### src/rtl/usb_ep_pkg.sv
package usb_ep_pkg;
  localparam int FIFO_W = 4;
  localparam int MPS_W  = 11;

  typedef enum logic [2:0] {
    RSP_NONE  = 3'd0,
    RSP_ACK   = 3'd1,
    RSP_NAK   = 3'd2,
    RSP_STALL = 3'd3,
    RSP_DATA0 = 3'd4,
    RSP_DATA1 = 3'd5
  } rsp_e;

  typedef enum logic [1:0] {
    XT_ISO   = 2'd0,
    XT_BULK  = 2'd1,
    XT_INTR  = 2'd2,
    XT_BULKX = 2'd3
  } xtype_e;

  typedef struct packed {
    logic              active;
    xtype_e            xtype;
    logic              odd_frame;
    logic              force_nak;
    logic              force_stall;
    logic              snoop;
    logic [FIFO_W-1:0] fifo;
    logic [MPS_W-1:0]  mps;
  } ep_cfg_t;
endpackage

### src/rtl/usb_ep_cfg_regs.sv
module usb_ep_cfg_regs
  import usb_ep_pkg::*;
(
  input  logic        clk,
  input  logic        rst_n,
  input  logic        wr_en,
  input  logic        wr_sel,
  input  logic [31:0] wr_data,
  output ep_cfg_t     cfg
);
  logic unused_wr;
  assign unused_wr = ^wr_data;

  always_ff @(posedge clk) begin
    if (!rst_n) begin
      cfg <= '0;
    end else if (wr_en && !wr_sel) begin
      cfg.active      <= wr_data[2];
      cfg.xtype       <= xtype_e'(wr_data[4:3]);
      cfg.odd_frame   <= wr_data[7];
      cfg.force_nak   <= wr_data[8];
      cfg.force_stall <= wr_data[9];
      cfg.snoop       <= wr_data[10];
      cfg.fifo        <= wr_data[11 +: FIFO_W];
      cfg.mps         <= wr_data[16 +: MPS_W];
    end
  end
endmodule

### src/rtl/usb_ep_decide.sv
module usb_ep_decide
  import usb_ep_pkg::*;
#(
  parameter int BYTES_W = 19,
  parameter int LEN_W   = 11
) (
  input  ep_cfg_t            cfg,
  input  logic               en,
  input  logic               toggle,
  input  logic               tok_is_in,
  input  logic               rx_data1,
  input  logic               rx_crc_ok,
  input  logic [LEN_W-1:0]   rx_len,
  input  logic               fifo_ok,
  input  logic               frame_odd,
  input  logic [BYTES_W-1:0] bytes,
  output rsp_e               code,
  output logic [LEN_W-1:0]   len,
  output logic               commit,
  output logic               await_hs
);
  logic               is_iso, par_ok;
  logic [BYTES_W-1:0] mps_ext, in_full;
  logic [LEN_W-1:0]   in_len;
  logic               unused_fifo;

  assign unused_fifo = ^cfg.fifo;
  assign is_iso  = (cfg.xtype == XT_ISO);
  assign par_ok  = (cfg.odd_frame == frame_odd);
  assign mps_ext = BYTES_W'(cfg.mps);
  assign in_full = (bytes < mps_ext) ? bytes : mps_ext;
  assign in_len  = LEN_W'(in_full);

  always_comb begin
    code     = RSP_NONE;
    len      = '0;
    commit   = 1'b0;
    await_hs = 1'b0;
    if (!cfg.active) begin
      code = RSP_NONE;
    end else if (!tok_is_in && !rx_crc_ok && !cfg.snoop) begin
      code = RSP_NONE;
    end else if (cfg.force_stall) begin
      code = RSP_STALL;
    end else if (cfg.force_nak) begin
      code = RSP_NAK;
    end else if (is_iso) begin
      if (en && par_ok && fifo_ok) begin
        commit = 1'b1;
        if (tok_is_in) begin
          code = RSP_DATA0;
          len  = in_len;
        end else begin
          len  = rx_len;
        end
      end
    end else if (!en || !fifo_ok) begin
      code = RSP_NAK;
    end else if (tok_is_in) begin
      code     = toggle ? RSP_DATA1 : RSP_DATA0;
      len      = in_len;
      await_hs = 1'b1;
    end else begin
      code = RSP_ACK;
      if (rx_data1 == toggle) begin
        commit = 1'b1;
        len    = rx_len;
      end
    end
  end
endmodule

### src/rtl/usb_ep_xfer.sv
module usb_ep_xfer
  import usb_ep_pkg::*;
#(
  parameter int BYTES_W = 19,
  parameter int PKT_W   = 10,
  parameter int LEN_W   = 11
) (
  input  logic               clk,
  input  logic               rst_n,
  input  logic               wr_en,
  input  logic               wr_sel,
  input  logic [31:0]        wr_data,
  input  logic               is_iso,
  input  logic [MPS_W-1:0]   mps,
  input  logic               tok_fire,
  input  logic               commit,
  input  logic               await_hs,
  input  logic [LEN_W-1:0]   dec_len,
  input  logic               hs_valid,
  input  logic               hs_ack,
  output logic               ep_en,
  output logic [BYTES_W-1:0] bytes,
  output logic [PKT_W-1:0]   pkts,
  output logic               toggle,
  output logic               awaiting,
  output logic               xfer_done,
  output logic               ep_disabled
);
  logic [LEN_W-1:0]   pend_len, clen;
  logic [BYTES_W-1:0] sub;
  logic [PKT_W-1:0]   pkts_nxt;
  logic               hs_ok, hs_end, do_commit, finish, ctrl_wr, size_wr, wr_iso, dis_req;
  logic               unused_wr;

  assign unused_wr = ^wr_data;
  assign ctrl_wr   = wr_en && !wr_sel;
  assign size_wr   = wr_en && wr_sel;
  assign wr_iso    = (wr_data[4:3] == 2'b00);
  assign hs_end    = awaiting && hs_valid;
  assign hs_ok     = hs_end && hs_ack;
  assign do_commit = (tok_fire && commit) || hs_ok;
  assign clen      = tok_fire ? dec_len : pend_len;
  assign sub       = (BYTES_W'(clen) > bytes) ? bytes : BYTES_W'(clen);
  assign pkts_nxt  = (pkts == '0) ? '0 : pkts - PKT_W'(1);
  assign finish    = do_commit && ((pkts_nxt == '0) || (clen < LEN_W'(mps)));

  always_ff @(posedge clk) begin
    if (!rst_n) begin
      ep_en       <= 1'b0;
      bytes       <= '0;
      pkts        <= '0;
      toggle      <= 1'b0;
      awaiting    <= 1'b0;
      pend_len    <= '0;
      dis_req     <= 1'b0;
      xfer_done   <= 1'b0;
      ep_disabled <= 1'b0;
    end else begin
      xfer_done   <= finish;
      ep_disabled <= 1'b0;
      if (size_wr && !ep_en) begin
        bytes <= wr_data[BYTES_W-1:0];
        pkts  <= wr_data[BYTES_W +: PKT_W];
      end
      if (ctrl_wr && wr_data[0]) ep_en <= 1'b1;
      if (ctrl_wr && wr_data[6] && !wr_iso) toggle <= wr_data[5];
      if (ctrl_wr && wr_data[1] && ep_en) dis_req <= 1'b1;
      if (tok_fire && await_hs) begin
        awaiting <= 1'b1;
        pend_len <= dec_len;
      end
      if (hs_end) awaiting <= 1'b0;
      if (do_commit) begin
        bytes <= bytes - sub;
        pkts  <= pkts_nxt;
        if (!is_iso) toggle <= ~toggle;
        if (finish) ep_en <= 1'b0;
      end
      if (dis_req && !awaiting && !tok_fire) begin
        dis_req <= 1'b0;
        if (ep_en) begin
          ep_en       <= 1'b0;
          ep_disabled <= 1'b1;
        end
      end
    end
  end
endmodule

### src/rtl/usb_ep_xfer_ctrl.sv
module usb_ep_xfer_ctrl
  import usb_ep_pkg::*;
#(
  parameter int BYTES_W = 19,
  parameter int PKT_W   = 10,
  parameter int LEN_W   = 11
) (
  input  logic               clk,
  input  logic               rst_n,
  input  logic               wr_en,
  input  logic               wr_sel,
  input  logic [31:0]        wr_data,
  input  logic               tok_valid,
  output logic               tok_ready,
  input  logic               tok_is_in,
  input  logic               rx_data1,
  input  logic               rx_crc_ok,
  input  logic [LEN_W-1:0]   rx_len,
  input  logic               fifo_ok,
  input  logic               frame_odd,
  output logic               resp_valid,
  input  logic               resp_ready,
  output logic [2:0]         resp_code,
  output logic [LEN_W-1:0]   resp_len,
  input  logic               hs_valid,
  input  logic               hs_ack,
  output logic               ep_enabled,
  output logic [BYTES_W-1:0] xfer_bytes,
  output logic [PKT_W-1:0]   xfer_pkts,
  output logic               data_toggle,
  output logic [FIFO_W-1:0]  tx_fifo_num,
  output logic [MPS_W-1:0]   max_pkt,
  output logic               xfer_done,
  output logic               ep_disabled
);
  ep_cfg_t          cfg;
  rsp_e             dec_code, code_q;
  logic [LEN_W-1:0] dec_len, len_q;
  logic             dec_commit, dec_await, awaiting, tok_fire, is_iso, valid_q;

  assign is_iso    = (cfg.xtype == XT_ISO);
  assign tok_ready = !valid_q && !awaiting;
  assign tok_fire  = tok_valid && tok_ready;

  usb_ep_cfg_regs u_regs (
    .clk(clk), .rst_n(rst_n), .wr_en(wr_en), .wr_sel(wr_sel),
    .wr_data(wr_data), .cfg(cfg)
  );

  usb_ep_decide #(.BYTES_W(BYTES_W), .LEN_W(LEN_W)) u_dec (
    .cfg(cfg), .en(ep_enabled), .toggle(data_toggle), .tok_is_in(tok_is_in),
    .rx_data1(rx_data1), .rx_crc_ok(rx_crc_ok), .rx_len(rx_len),
    .fifo_ok(fifo_ok), .frame_odd(frame_odd), .bytes(xfer_bytes),
    .code(dec_code), .len(dec_len), .commit(dec_commit), .await_hs(dec_await)
  );

  usb_ep_xfer #(.BYTES_W(BYTES_W), .PKT_W(PKT_W), .LEN_W(LEN_W)) u_xfer (
    .clk(clk), .rst_n(rst_n), .wr_en(wr_en), .wr_sel(wr_sel), .wr_data(wr_data),
    .is_iso(is_iso), .mps(cfg.mps), .tok_fire(tok_fire), .commit(dec_commit),
    .await_hs(dec_await), .dec_len(dec_len), .hs_valid(hs_valid), .hs_ack(hs_ack),
    .ep_en(ep_enabled), .bytes(xfer_bytes), .pkts(xfer_pkts), .toggle(data_toggle),
    .awaiting(awaiting), .xfer_done(xfer_done), .ep_disabled(ep_disabled)
  );

  always_ff @(posedge clk) begin
    if (!rst_n) begin
      valid_q <= 1'b0;
      code_q  <= RSP_NONE;
      len_q   <= '0;
    end else if (tok_fire) begin
      valid_q <= 1'b1;
      code_q  <= dec_code;
      len_q   <= dec_len;
    end else if (resp_ready) begin
      valid_q <= 1'b0;
    end
  end

  assign resp_valid  = valid_q;
  assign resp_code   = code_q;
  assign resp_len    = len_q;
  assign tx_fifo_num = cfg.fifo;
  assign max_pkt     = cfg.mps;
endmodule

### config.mk
export PLATFORM = sky130hd
export DESIGN_NAME = usb_ep_xfer_ctrl
export DESIGN_NICKNAME = d
export VERILOG_FILES = /design/src/rtl/usb_ep_pkg.sv /design/src/rtl/usb_ep_cfg_regs.sv /design/src/rtl/usb_ep_decide.sv /design/src/rtl/usb_ep_xfer.sv /design/src/rtl/usb_ep_xfer_ctrl.sv
export SDC_FILE = /design/constraint.sdc
export NUM_CORES = 1
export LEC_CHECK = 0
export ABC_AREA = 1
export BUFFER_PORTS_ARGS = -buffer_cell sky130_fd_sc_hd__buf_2
export CAP_MARGIN = 5
export CORE_MARGIN = 8
export CORE_UTILIZATION = 56
export DETAILED_ROUTE_END_ITERATION = 10
export PLACE_DENSITY = 0.93
export SETUP_SLACK_MARGIN = 0.05
export SLEW_MARGIN = 30
export SYNTH_ARGS = -nofsm -noshare
export SYNTH_HDL_FRONTEND = slang
export SYNTH_SLANG_ARGS = --single-unit
export TNS_END_PERCENT = 100
### constraint.sdc
create_clock -name clk -period 6.5 [get_ports clk]
set_clock_uncertainty 0.05 [all_clocks]
set_input_delay 0.65 -clock clk [delete_from_list [all_inputs] [get_ports clk]]
set_output_delay 0.65 -clock clk [all_outputs]
set_load 0.01 [all_outputs]
==> flow_summary.ini, run 1 <==
[synthesis]
synthArstFlopShare_pct = 0
synth_seq_cells = 83
netlist_area_um2 = 5934
synth_commonest_cells = nand2_1, dfxtp_1, a21oi_1
synthFlopType = dfxtp_1
yosys_warnings = 0
netlist_top_cells_area = dfxtp_1, nand2_1, ha_1, a21oi_1, o21ai_0
synth-seq-area-share_pct = 28.00
synth_top_area_share_pct = 28.00
synth_edf_count = 0
synthCells = 826
yosysUniqueCellTypes = 48
avgSynthCellArea_um2 = 7.185
synth_top_area_cell = dfxtp_1
synth.most_common_cell = nand2_1
synth_fp_nets = 926

[placement]
dpl.hpwl_mm = 13.50
portBuffers = 116
routabilityCongestion = 0.9613

[detailed_routing]
wire_per_inst_um = 16.98
drt_iter0_drc = 484
remaining_drc_errors = 0
dr.pass1.iters = 7
vias = 6112
drt_wl_total_mm = 17.81
vias_per_cell = 5.827
ant_nets = 0

[critical_path]
cp.required_ps = 6680
worstPathMaxFanout = 21
path_class = flip-flop to flip-flop
cp_slowest_cell = inv_1
end_kind = flip-flop
cp-start-kind = flip-flop
crit_arrival_ps = 6150
crit_top_cell = nand2_1
max_stage_delay_ps = 580

[cells_and_area]
insertedDiodeCount = 0
area_delta_synth_final_pct = 12.40
fill_cells = 862
final_nets = 1008
drive_above_1_share_pct = 26.83

[die]
dieArea_um2 = 14150
placeableCoreArea_um2 = 10320
start_util_pct = 57.48
io-pin-count = 120
die_h_um = 118.9
num_rows = 37
die_w_um = 118.9

[outcome]
outcome = completed

[timing]
final-max-slew-violation-count = 0
holdWs_ps = 417.8
rsz0062_at_grt = no
min_period_ps = 5970
fmax_mhz = 167.5
period_share_pct = 91.85
slew_headroom_pct = 40.76
worstMarginPinSlew_ps = 886.5
hold_viol_final = 0
finalSetupTns_ps = 0
finalSetupViolCount = 0

[clock_tree]
clock_path_buffers = 2
cts_sinks = 83
post_cts_buffers = 0
worstSkewPairLatency_ps = 350
cts_tree = built
cts_hold_buf = 0
cts-resized-gates = 0
clock-root-buffer = clkbuf_8
cts_buffers = 9
clkTransAtPathRegs_ps = 90
htree_levels = 3

[grt]
antenna_found_initial = 0
top_usage_layer = met2
grt_pass1_wl_mm = 28.41
grt_overflow = 0
use_met1_pct = 29.06
grt.total_usage_pct = 24.13
grt_start_max_net_pins = 43
grt.met2_usage_pct = 39.92
grtUsageMet3_pct = 6.046
grt_pass1_vias = 5926

[hold_path]
hp-class = flip-flop to flip-flop

[power]
power_leakage_nw = 3.134
power.ir.vdd_worst_v = 0.0001489
powerDensity_nw_per_um2 = 218.4

[flow_run]
cap_viol_max_count = 0
-- report_power, final --
part	internal, mW	switching [mW]
Clock	0.228	0.193
Sequential	0.529	0.0263
Combinational	0.173	0.308
Total	0.930	0.527
-- flip-flops by register name (all words and copies together), names as in the netlist --
signal and flops:
resp_code 3, resp_len 11, resp_valid 1, u_regs.cfg 22, u_xfer.awaiting 1, u_xfer.bytes 19
u_xfer.dis_req 1, u_xfer.ep_disabled 1, u_xfer.ep_en 1, u_xfer.pend_len 11, u_xfer.pkts 10, u_xfer.toggle 1
u_xfer.xfer_done 1
-- per-stage QoR --
step	total power [mW]	std cells	area, um2	setup slack [ps]	util [%]
CTS	1.446	1049	6670	700.4	64.61
floorplan	0.9296	826	5934	1876	-
global placement	1.021	1033	6449	892.0	62.47
global route	1.530	1049	6670	154.6	64.61
finish	1.457	1049	6670	529.8	64.61
detailed placement	1.032	1033	6451	796.0	62.49
-- worst max-delay path: cells and delay by family, from the launching register on --
kind / cells / cell delay (ps)
fa+ha+maj: 3 / 870
buf+inv: 3 / 790
flops: 1 / 430
simple gates: 14 / 2010
compound gates: 9 / 1690
-- routing by layer --
metal | routed length [um] | up-vias | share of wire [%]
li1 | - | 2944 | -
met1 | 7242 | 2762 | 41
met2 | 8308 | 349 | 47
met3 | 1579 | 57 | 8.9
met4 | 682 | 0 | 3.8
met5 | 0 | - | 0
-- cells by family after synthesis --
family,share of synthesized area [%]
DFF,28.00
buffers and inverters,9.804
xor gates and xnor gates,2.361
AOI/OAI and AO/OA,21.88
adders and majority gates,9.403
and+or+nand+nor,28.55
-- placed cells by master (no fill, tap or decap), types with 4 or more instances in the layout --
master / instances
a21oi_1: 73
a21oi_2: 10
a221oi_1: 7
a311oi_1: 4
a31oi_1: 5
buf_2: 116
buf_4: 6
clkbuf_8: 10
dfxtp_1: 83
ha_1: 43
inv_1: 70
inv_2: 8
nand2_1: 162
nand2_2: 24
nand3_1: 29
nand4_1: 13
nand4_2: 10
nor2_1: 58
nor2_2: 4
nor2_4: 4
nor3_1: 9
o211ai_1: 4
o211ai_2: 10
o21ai_0: 71
o21ai_2: 10
o221ai_1: 4
or2_2: 11
or2_4: 10
xnor2_1: 7
xor2_1: 9
-- cell type report --
cell class	count	area (um2)	share of cell area, %
Clock inverter	4	73.82	1.107
Multi-Input combinational cell	612	3694	55.37
Clock buffer	12	145.1	2.176
Timing Repair Buffer	122	625.6	9.379
Tap cell	136	170.2	2.551
Inverter	80	300.3	4.502
Sequential cell	83	1662	24.91
-- worst paths after layout --
kind / start / end / slack [ps] / cells past startpoint
worst min register to register: resp_code[2] / resp_code[2] / 420 / 2
worst max register to register: u_regs.cfg[6] / u_xfer.bytes[18] / 530 / 29
worst min-delay path: resp_code[2] / resp_code[2] / 420 / 2
worst max-delay path: u_regs.cfg[6] / u_xfer.bytes[18] / 530 / 29
Power figures use the tool's default switching activity.
==> run 2: changes to the inputs <==
BUFFER_PORTS_ARGS = -buffer_cell sky130_fd_sc_hd__clkbuf_2   (was -buffer_cell sky130_fd_sc_hd__buf_2)
==> run 2 against run 1 <==
  * Setup slack better by 160 ps
  * First-iteration DRC count grew 5.8%
  * Clock power up 5.0%
  * Sequential cell count unchanged
  * Register-to-register slack improved by 160 ps
  * Sequential power about the same
  * Cell area grew 0.24%
==> flow_summary.ini, run 2 (synthesis gave the netlist of run 1 again) <==
[outcome]
outcome = completed

[die]
num_rows = 37
dieArea_um2 = 14150
io-pin-count = 120
placeableCoreArea_um2 = 10320
die_w_um = 118.9
start_util_pct = 57.48
die_h_um = 118.9

[detailed_routing]
drt_wl_total_mm = 17.87
remaining_drc_errors = 0
drt_iter0_drc = 512
wire_per_inst_um = 17.02
vias = 6140
vias_per_cell = 5.848
dr.pass1.iters = 6
ant_nets = 0

[clock_tree]
clock_path_buffers = 2
clkTransAtPathRegs_ps = 100
worstSkewPairLatency_ps = 380
cts_hold_buf = 0
clock-root-buffer = clkbuf_8
cts_buffers = 9
htree_levels = 3
cts_tree = built
cts_sinks = 83
cts-resized-gates = 0
post_cts_buffers = 0

[grt]
antenna_found_initial = 0
grt_overflow = 0
grt_start_max_net_pins = 43
grt_pass1_wl_mm = 28.70
grt_pass1_vias = 5870
grt.total_usage_pct = 24.49

[timing]
fmax_mhz = 172.1
finalSetupViolCount = 0
worstMarginPinSlew_ps = 874.3
finalSetupTns_ps = 0
hold_viol_final = 0
rsz0062_at_grt = no
min_period_ps = 5810
period_share_pct = 89.38
final-max-slew-violation-count = 0
slew_headroom_pct = 41.57

[critical_path]
cp-start-kind = flip-flop
crit_arrival_ps = 6010
worstPathMaxFanout = 21
end_kind = flip-flop
path_class = flip-flop to flip-flop
cp.required_ps = 6700
max_stage_delay_ps = 590
crit_top_cell = nand2_1
cp_slowest_cell = inv_1

[placement]
routabilityCongestion = 0.9544
place_area_um2 = 6459
portBuffers = 116
dpl.hpwl_mm = 13.34

[cells_and_area]
fill_cells = 846
final_nets = 1009
largest_register = u_regs.cfg
insertedDiodeCount = 0
reg_top3 = u_regs.cfg (22), u_xfer.bytes (19)
area_delta_synth_final_pct = 12.67
stdcell_area_um2 = 6686
final_cell_mix = nand2_1, clkbuf_2, dfxtp_1
largest_reg_flops = 22
multiInputGateArea_um2 = 3694
final-seq-area_um2 = 1662
drive_above_1_share_pct = 27.13
final_common_cell = nand2_1

[power]
power.switching_mw = 0.5517
powerDensity_nw_per_um2 = 221.0
swShare_pct = 37.34
internal-power_mw = 0.9257
power_frac_comb_pct = 32.5
seq_power_share_pct = 37.6
power_leakage_nw = 3.110
power.ir.vdd_worst_v = 0.0001280
clkPwrFrac_pct = 29.8

[hold_path]
hp-class = flip-flop to flip-flop

[flow_run]
cap_viol_max_count = 0
## run 2: cell count changes in the layout (fill, tap and decap cells not counted)
cell | before | now
clkbuf_2 | 0 | 116
clkinv_2 | 1 | 0
buf_4 | 6 | 7
clkbuf_1 | 2 | 0
buf_2 | 116 | 0
inv_6 | 0 | 5
clkbuf_8 | 10 | 9
clkinv_4 | 1 | 0
## run 2: worst max-delay path: cells and delay by family (launching register included)
family | cells | cell delay, ps
AND/OR/NAND/NOR | 17 | 2150
flip-flops | 1 | 420
AO/OA/AOI/OAI | 8 | 1430
buffers and inverters | 3 | 780
adder cells (fa/ha/maj) | 3 | 830
## run 2: worst paths after layout
kind	startpoint	slack, ps	cells past startpoint	to
max	u_regs.cfg[8]	690	31	u_xfer.bytes[18]
min	resp_code[2]	420	2	resp_code[2]
max reg2reg	u_regs.cfg[8]	690	31	u_xfer.bytes[18]
min reg2reg	resp_code[2]	420	2	resp_code[2]
## run 2: cell type report
cell class,instances,area share [%]
Sequential cell,83,24.85
Multi-Input combinational cell,612,55.24
Clock buffer,9,1.853
Timing Repair Buffer,123,9.469
Clock inverter,7,1.553
Inverter,80,4.491
Tap cell,136,2.545
## run 2: stage by stage
stage	utilization [%]	total power, mW	instances	hold slack [ps]	setup slack, ps
after floorplan	-	0.9296	826	401.1	1876
after detailed placement	62.56	1.033	1034	408.1	794.8
after CTS	64.77	1.467	1050	422.0	739.2
after global routing	64.77	1.551	1050	448.7	160.1
after global placement	62.54	1.023	1034	403.8	880.5
final	64.77	1.477	1050	420.2	690.3
## run 2: power groups by stage
stage / registers, mW / clock network, mW / logic [mW]
5_1_grt: 0.559 / 0.463 / 0.530
2_1_floorplan: 0.565 / 0 / 0.365
6_report: 0.556 / 0.441 / 0.481
3_3_place_gp: 0.566 / 0 / 0.457
3_5_place_dp: 0.567 / 0 / 0.466
4_1_cts: 0.555 / 0.440 / 0.472
## run 2: layer usage
layer,wire length [um],share of wire (%),up-vias,GRT usage [%]
li1,-,-,2958,-
met1,7283,41,2770,29.89
met2,8242,46,347,40.62
met3,1671,9.4,65,5.479
met4,671,3.8,0,10.67
met5,0,0,-,0
